==> config.mk <==
export PLATFORM = sky130hd
export DESIGN_NAME = audio_fifo_lvl
export DESIGN_NICKNAME = d
export VERILOG_FILES = /design/src/rtl/afifo_pkg.sv /design/src/rtl/afifo_store.sv /design/src/rtl/afifo_count.sv /design/src/rtl/afifo_level.sv /design/src/rtl/audio_fifo_lvl.sv
export SDC_FILE = /design/constraint.sdc
export NUM_CORES = 1
export LEC_CHECK = 0
export ABC_AREA = 0
export BUFFER_PORTS_ARGS = -buffer_cell sky130_fd_sc_hd__buf_2
export CAP_MARGIN = 20
export CORE_UTILIZATION = 25
export CTS_CLUSTER_DIAMETER = 200
export DETAILED_ROUTE_END_ITERATION = 8
export PLACE_DENSITY = 0.41
export SLEW_MARGIN = 20
export SYNTH_ARGS = -nofsm -noshare
export SYNTH_HDL_FRONTEND = slang
export SYNTH_SLANG_ARGS = --single-unit
==> constraint.sdc <==
create_clock -name clk -period 3.39 [get_ports clk]
set_input_delay 0.8475 -clock clk [delete_from_list [all_inputs] [get_ports clk]]
set_output_delay 0.8475 -clock clk [all_outputs]
set_load 0.05 [all_outputs]
==> src/rtl/afifo_pkg.sv <==
package afifo_pkg;

    typedef enum logic {
        DIR_TX = 1'b0,
        DIR_RX = 1'b1
    } dir_e;

    typedef enum logic [2:0] {
        LVL_EMPTY = 3'd0,
        LVL_Q1    = 3'd1,
        LVL_Q2    = 3'd2,
        LVL_Q3    = 3'd3,
        LVL_Q4    = 3'd4,
        LVL_FULL  = 3'd5
    } lvl_e;

    typedef struct packed {
        logic push;
        logic pop;
    } xfer_t;

    // Receive classing treats a boundary value as belonging to the band above,
    // which is the same as testing occ+1 against the inclusive transmit limit.
    function automatic lvl_e classify(input int unsigned occ,
                                      input int unsigned depth,
                                      input dir_e        dir);
        int unsigned qtr;
        int unsigned key;
        qtr = depth >> 2;
        key = (dir == DIR_RX) ? occ + 1 : occ;
        if (occ == 0)              return LVL_EMPTY;
        else if (occ >= depth)     return LVL_FULL;
        else if (key <= qtr)       return LVL_Q1;
        else if (key <= 2 * qtr)   return LVL_Q2;
        else if (key <= 3 * qtr)   return LVL_Q3;
        else                       return LVL_Q4;
    endfunction

endpackage

==> src/rtl/afifo_store.sv <==
module afifo_store
    import afifo_pkg::*;
#(
    parameter int DATA_W = 16,
    parameter int DEPTH  = 16
) (
    input  logic              clk,
    input  logic              rst,
    input  logic              clear,
    input  xfer_t             xfer,
    input  logic [DATA_W-1:0] wr_data,
    output logic [DATA_W-1:0] rd_data
);
    localparam int PTR_W = $clog2(DEPTH);

    logic [DATA_W-1:0] mem [DEPTH];
    logic [PTR_W-1:0]  wr_ptr;
    logic [PTR_W-1:0]  rd_ptr;

    always_ff @(posedge clk) begin
        if (rst || clear) begin
            wr_ptr <= '0;
            rd_ptr <= '0;
        end else begin
            if (xfer.push) wr_ptr <= wr_ptr + 1'b1;
            if (xfer.pop)  rd_ptr <= rd_ptr + 1'b1;
        end
    end

    always_ff @(posedge clk) begin
        if (xfer.push && !clear) mem[wr_ptr] <= wr_data;
    end

    assign rd_data = mem[rd_ptr];

endmodule

==> src/rtl/afifo_count.sv <==
module afifo_count
    import afifo_pkg::*;
#(
    parameter int DEPTH = 16
) (
    input  logic                       clk,
    input  logic                       rst,
    input  logic                       clear,
    input  xfer_t                      xfer,
    output logic [$clog2(DEPTH):0]     count,
    output logic                       full,
    output logic                       empty
);
    localparam int CNT_W = $clog2(DEPTH) + 1;

    logic [CNT_W-1:0] cnt_d;

    always_comb begin
        cnt_d = count;
        if (clear)                      cnt_d = '0;
        else if (xfer.push && !xfer.pop) cnt_d = count + 1'b1;
        else if (xfer.pop && !xfer.push) cnt_d = count - 1'b1;
    end

    always_ff @(posedge clk) begin
        if (rst) count <= '0;
        else     count <= cnt_d;
    end

    assign full  = (count == CNT_W'(DEPTH));
    assign empty = (count == '0);

    // occupancy bounded by the depth
    assert_count_bound_R3: assert property (@(posedge clk) disable iff (rst)
        count <= CNT_W'(DEPTH));

    // no write is taken while full
    assert_no_overflow_R1: assert property (@(posedge clk) disable iff (rst)
        full |-> !xfer.push);

    // simultaneous push and pop holds occupancy
    assert_pair_hold_R4: assert property (@(posedge clk) disable iff (rst)
        (xfer.push && xfer.pop && !clear) |=> count == $past(count));

    // clear empties on the next edge
    assert_clear_empty_R10: assert property (@(posedge clk) disable iff (rst)
        clear |=> empty);

endmodule

==> src/rtl/afifo_level.sv <==
module afifo_level
    import afifo_pkg::*;
#(
    parameter int DEPTH = 16
) (
    input  logic                   clk,
    input  logic                   rst,
    input  logic                   clear,
    input  logic [$clog2(DEPTH):0] count,
    input  dir_e                   dir,
    output lvl_e                   level
);
    localparam int CNT_W = $clog2(DEPTH) + 1;

    always_ff @(posedge clk) begin
        if (rst || clear) level <= LVL_EMPTY;
        else              level <= classify(32'(count), DEPTH, dir);
    end

    // only codes 0..5 appear
    assert_code_legal_R9: assert property (@(posedge clk) disable iff (rst)
        level <= LVL_FULL);

    // clear forces the empty code
    assert_clear_code_R10: assert property (@(posedge clk) disable iff (rst)
        clear |=> level == LVL_EMPTY);

    // extreme occupancies map to the extreme codes
    assert_full_code_R5: assert property (@(posedge clk) disable iff (rst)
        (count == CNT_W'(DEPTH) && !clear) |=> level == LVL_FULL);
    assert_empty_code_R5: assert property (@(posedge clk) disable iff (rst)
        (count == '0) |=> level == LVL_EMPTY);

endmodule

==> src/rtl/audio_fifo_lvl.sv <==
module audio_fifo_lvl
    import afifo_pkg::*;
#(
    parameter int DATA_W = 16,
    parameter int DEPTH  = 16
) (
    input  logic              clk,
    input  logic              rst,
    input  logic              clear,
    input  logic              dir_rx,
    input  logic              push_valid,
    output logic              push_ready,
    input  logic [DATA_W-1:0] push_data,
    output logic              pop_valid,
    input  logic              pop_ready,
    output logic [DATA_W-1:0] pop_data,
    output logic              full,
    output logic              empty,
    output logic [2:0]        level
);
    localparam int CNT_W = $clog2(DEPTH) + 1;

    if (DEPTH < 8 || (DEPTH & (DEPTH - 1)) != 0) begin : g_bad_depth
        $error("DEPTH must be a power of two and at least 8");
    end

    xfer_t            xfer;
    logic [CNT_W-1:0] count;
    lvl_e             lvl;

    assign push_ready = !full;
    assign pop_valid  = !empty;
    assign xfer.push  = push_valid && push_ready;
    assign xfer.pop   = pop_valid && pop_ready;
    assign level      = lvl;

    afifo_store #(.DATA_W(DATA_W), .DEPTH(DEPTH)) u_store (
        .clk     (clk),
        .rst     (rst),
        .clear   (clear),
        .xfer    (xfer),
        .wr_data (push_data),
        .rd_data (pop_data)
    );

    afifo_count #(.DEPTH(DEPTH)) u_count (
        .clk   (clk),
        .rst   (rst),
        .clear (clear),
        .xfer  (xfer),
        .count (count),
        .full  (full),
        .empty (empty)
    );

    afifo_level #(.DEPTH(DEPTH)) u_level (
        .clk   (clk),
        .rst   (rst),
        .clear (clear),
        .count (count),
        .dir   (dir_e'(dir_rx)),
        .level (lvl)
    );

    // head handshake tracks occupancy
    assert_pop_flag_R2: assert property (@(posedge clk) disable iff (rst)
        pop_valid == !empty);

endmodule

==> summary.txt <==
Clock tree
  – CTS tree: done
  – Clock sinks: 276
  – Clock root cell: clkbuf_16
  – Deepest level of the CTS H-tree: 1
  – CTS Buf Count: 31
  – Clock latency on the worst-skew pair: 0.55 ns
  – CTS max path bufs: 3
  – Clock-pin slew on the worst setup and hold paths: 0.06 ns

Critical path
  – Max FO, Critical Path: 6
  – Crit end category: output pin
  – CP Data Arrival Time: 2.43 ns
  – Setup CP Type: reg2out
  – Startpoint types: register
  – Critical Path End: pop_data[12]
  – Reg2reg start: u_count.count[0]
  – Worst Reg-to-Reg Cells: 11
  – Critical path data required time: 2.54 ns
  – Reg2reg setup slack: 0.57 ns
  – Reg2Reg Capture Point: u_count.count[4]

Global routing
  – First-pass GRT wire length: 39,500 um
  – Tot GR Track Use: 12.4%
  – Vias in the first global route: 5,689
  – Initial antenna violation count: 2
  – Grt ovf: 0
  – Largest net degree at the start of global routing: 65

Pwr
  – Sw Ratio: 24.3%
  – Combinational share of power: 12.3%
  – Pwr Density: 609 nW/um^2
  – Maximum VDD drop: 0.356 mV
  – Seq pwr share: 48.5%
  – Final Power: 0.00787 W
  – Pleak: 4.12 nW
  – Switching pwr: 0.00191 W
  – Internal power: 0.00596 W
  – Clock share of power: 39.2%

Place
  – DP Area: 11,900 um^2
  – Gp weighted congestion: 0.703
  – Port bufs: 44
  – DP HPWL: 15,600 um

Floorplanning
  – Die width: 210 um
  – Initial core utilization: 25.6%
  – Full die area: 44,000 um^2
  – Row count: 75
  – Io pins: 45
  – Die Y-Extent: 210 um
  – Total core area: 42,200 um^2

Logic synthesis
  – Synth Area in XOR/XNOR: 0.881%
  – Syn_nets: 576
  – Cell variety after synth: 44
  – Post-synth top area share: 71.2%
  – Top post-synthesis cells by count: edfxtp_1, mux4_2, a22oi_1
  – Yosys reg bits: 276
  – Synth Cell Area: 10,800 um^2
  – Seq/Total Area, Yosys: 74.9%
  – Syn Area/Cell: 19.9 um^2
  – Ys Warns: 0
  – Largest family of logic cells by synthesized area: multiplexers
  – Most frequent cell after synthesis: edfxtp_1
  – Adder-Cell Fraction of Synth Area: 1.46%
  – Post-synthesis compound-gate area fraction: 3.11%
  – Ys async rst share: 0%
  – Post-synth EDFFs: 256
  – Post-Syn Instances: 542
  – Multiplexer share of the synthesized area: 13.5%
  – Top FF cell, synth: edfxtp_1
  – Area contributors post-synth: edfxtp_1, mux4_2, dfxtp_1, a22oi_1, ha_1
  – Simple-gate share of the synthesized area: 4.24%
  – Cell taking the most area after synthesis: edfxtp_1

Layout
  – # nets final: 665
  – Share of cells above drive strength 1: 32.9%
  – Antenna fix cells: 0
  – Fill cell count: 4,114
  – Finished Cell Area: 12,900 um^2
  – Synth-to-Final Area Change: 19.9%
  – Final core occ: 30.6%

Detailed routing
  – DR WL/cell: 23.0 um
  – Total wire length: 27,300 um
  – DR pass1 iterations: 4
  – Via density: 4.59
  – 1st-iter DRT viols: 391
  – Via Count: 5,458
  – DRT antenna net count: 0
  – DRC: 0

STA
  – Worst slew margin: 63.2%
  – Period minus WS final: 3.28 ns
  – Final setup viols: 0
  – Unrepaired setup endpoints after global routing: false
  – Final slew viol count: 0
  – Final hold vios: 0
  – Total negative setup slack: 0 ns
  – Slew at the pin with the worst max-slew slack: 0.549 ns
  – Max Fclk: 0.305 GHz
  – Worst clock skew: 0.0131 ns
  – Crit share post-route: 96.7%

Worst hold path
  – Hold crit path type: reg2reg

Outcome
  – Outcome: complete, no violations

Flow run
  – Max-Cap Viols: 0
[worst min path at each step]
| stage | startpoint | end | slack (ns) | cells after the start |
|---|---|---|---|---|
| 6_report | u_store.rd_ptr[1] | register | 0.50 | 2 |
| 5_1_grt | u_store.rd_ptr[1] | register | 0.54 | 2 |
| 4_1_cts | u_store.rd_ptr[1] | register | 0.50 | 2 |
| 3_5_place_dp | u_store.rd_ptr[1] | register | 0.49 | 2 |
| 3_3_place_gp | u_store.rd_ptr[1] | register | 0.48 | 2 |
| 2_1_floorplan | u_store.rd_ptr[1] | register | 0.47 | 2 |
[layout make-up]
| cell class | count | area (um^2) | area share, % |
|---|---|---|---|
| Clock inverter | 11 | 103 | 0.793 |
| Inverter | 9 | 33.8 | 0.261 |
| Sequential cell | 276 | 8090 | 62.5 |
| Tap cell | 539 | 674 | 5.21 |
| Clock buffer | 42 | 817 | 6.31 |
| Timing Repair Buffer | 85 | 628 | 4.85 |
| Multi-Input combinational cell | 228 | 2590 | 20.0 |
[through the flow]
step | instances | hold slack, ns | worst slack (ns)
6_report | 1190 | 0.499 | 0.113
2_1_floorplan | 542 | 0.468 | 0.0252
5_1_grt | 1190 | 0.536 | 0.0105
3_3_place_gp | 1127 | 0.484 | 0.548
4_1_cts | 1182 | 0.501 | 0.0484
3_5_place_dp | 1127 | 0.489 | 0.536
[cells by family after synthesis]
logic type | count (synthesis)
simple gates | 93
mux | 66
xor+xnor | 10
buf+inv | 38
compound gates | 47
flops | 276
fa+ha+maj | 12
[state kept, by name, indices dropped and copies added, names as in the netlist, named ones only]
signal / count
u_count.count: 5
u_store.mem: 256
u_level.level: 3
u_store.wr_ptr: 4
u_store.rd_ptr: 4
[power by group through the flow]
stage | Combinational [W] | Sequential, W | Clock [W]
floorplan | 0.000715 | 0.00388 | 0
global placement | 0.000915 | 0.00389 | 0
detailed placement | 0.000934 | 0.00389 | 0
CTS | 0.000950 | 0.00381 | 0.00318
global route | 0.00105 | 0.00382 | 0.00329
finish | 0.000967 | 0.00382 | 0.00309
[cell usage in the layout (no fill, tap or decap), drive strengths merged, types with 4 or more instances in the layout]
master / count
dfxtp: 20
clkbuf: 43
nor2b: 4
xnor2: 4
xor2: 6
mux4: 64
nand2: 27
a22oi: 32
a21oi: 8
edfxtp: 256
nor3: 8
buf: 84
inv: 10
nor2: 27
nand3: 12
ha: 11
clkinv: 7
[metal layers]
metal	vias to the layer above	track usage (%)	routed length (um)
li1	2381	-	-
met1	2923	17.2	12600
met2	125	20.5	13200
met3	29	2.04	1140
met4	0	2.29	397
met5	-	0	0
[critical path: stages (launching register included)]
cell and delay, ns:
dfxtp_4 0.47, buf_4 0.23, mux4_2 0.51, a22oi_1 0.30, nand2_1 0.14, buf_2 0.24
[repair_timing]
item,in CTS,in global routing
hold buffers,0,0
gates resized for setup,0,1
setup endpoints to repair,7,2
gates cloned,0,1
setup buffers,2,7
No activity file was read; power rests on OpenSTA's default activity.
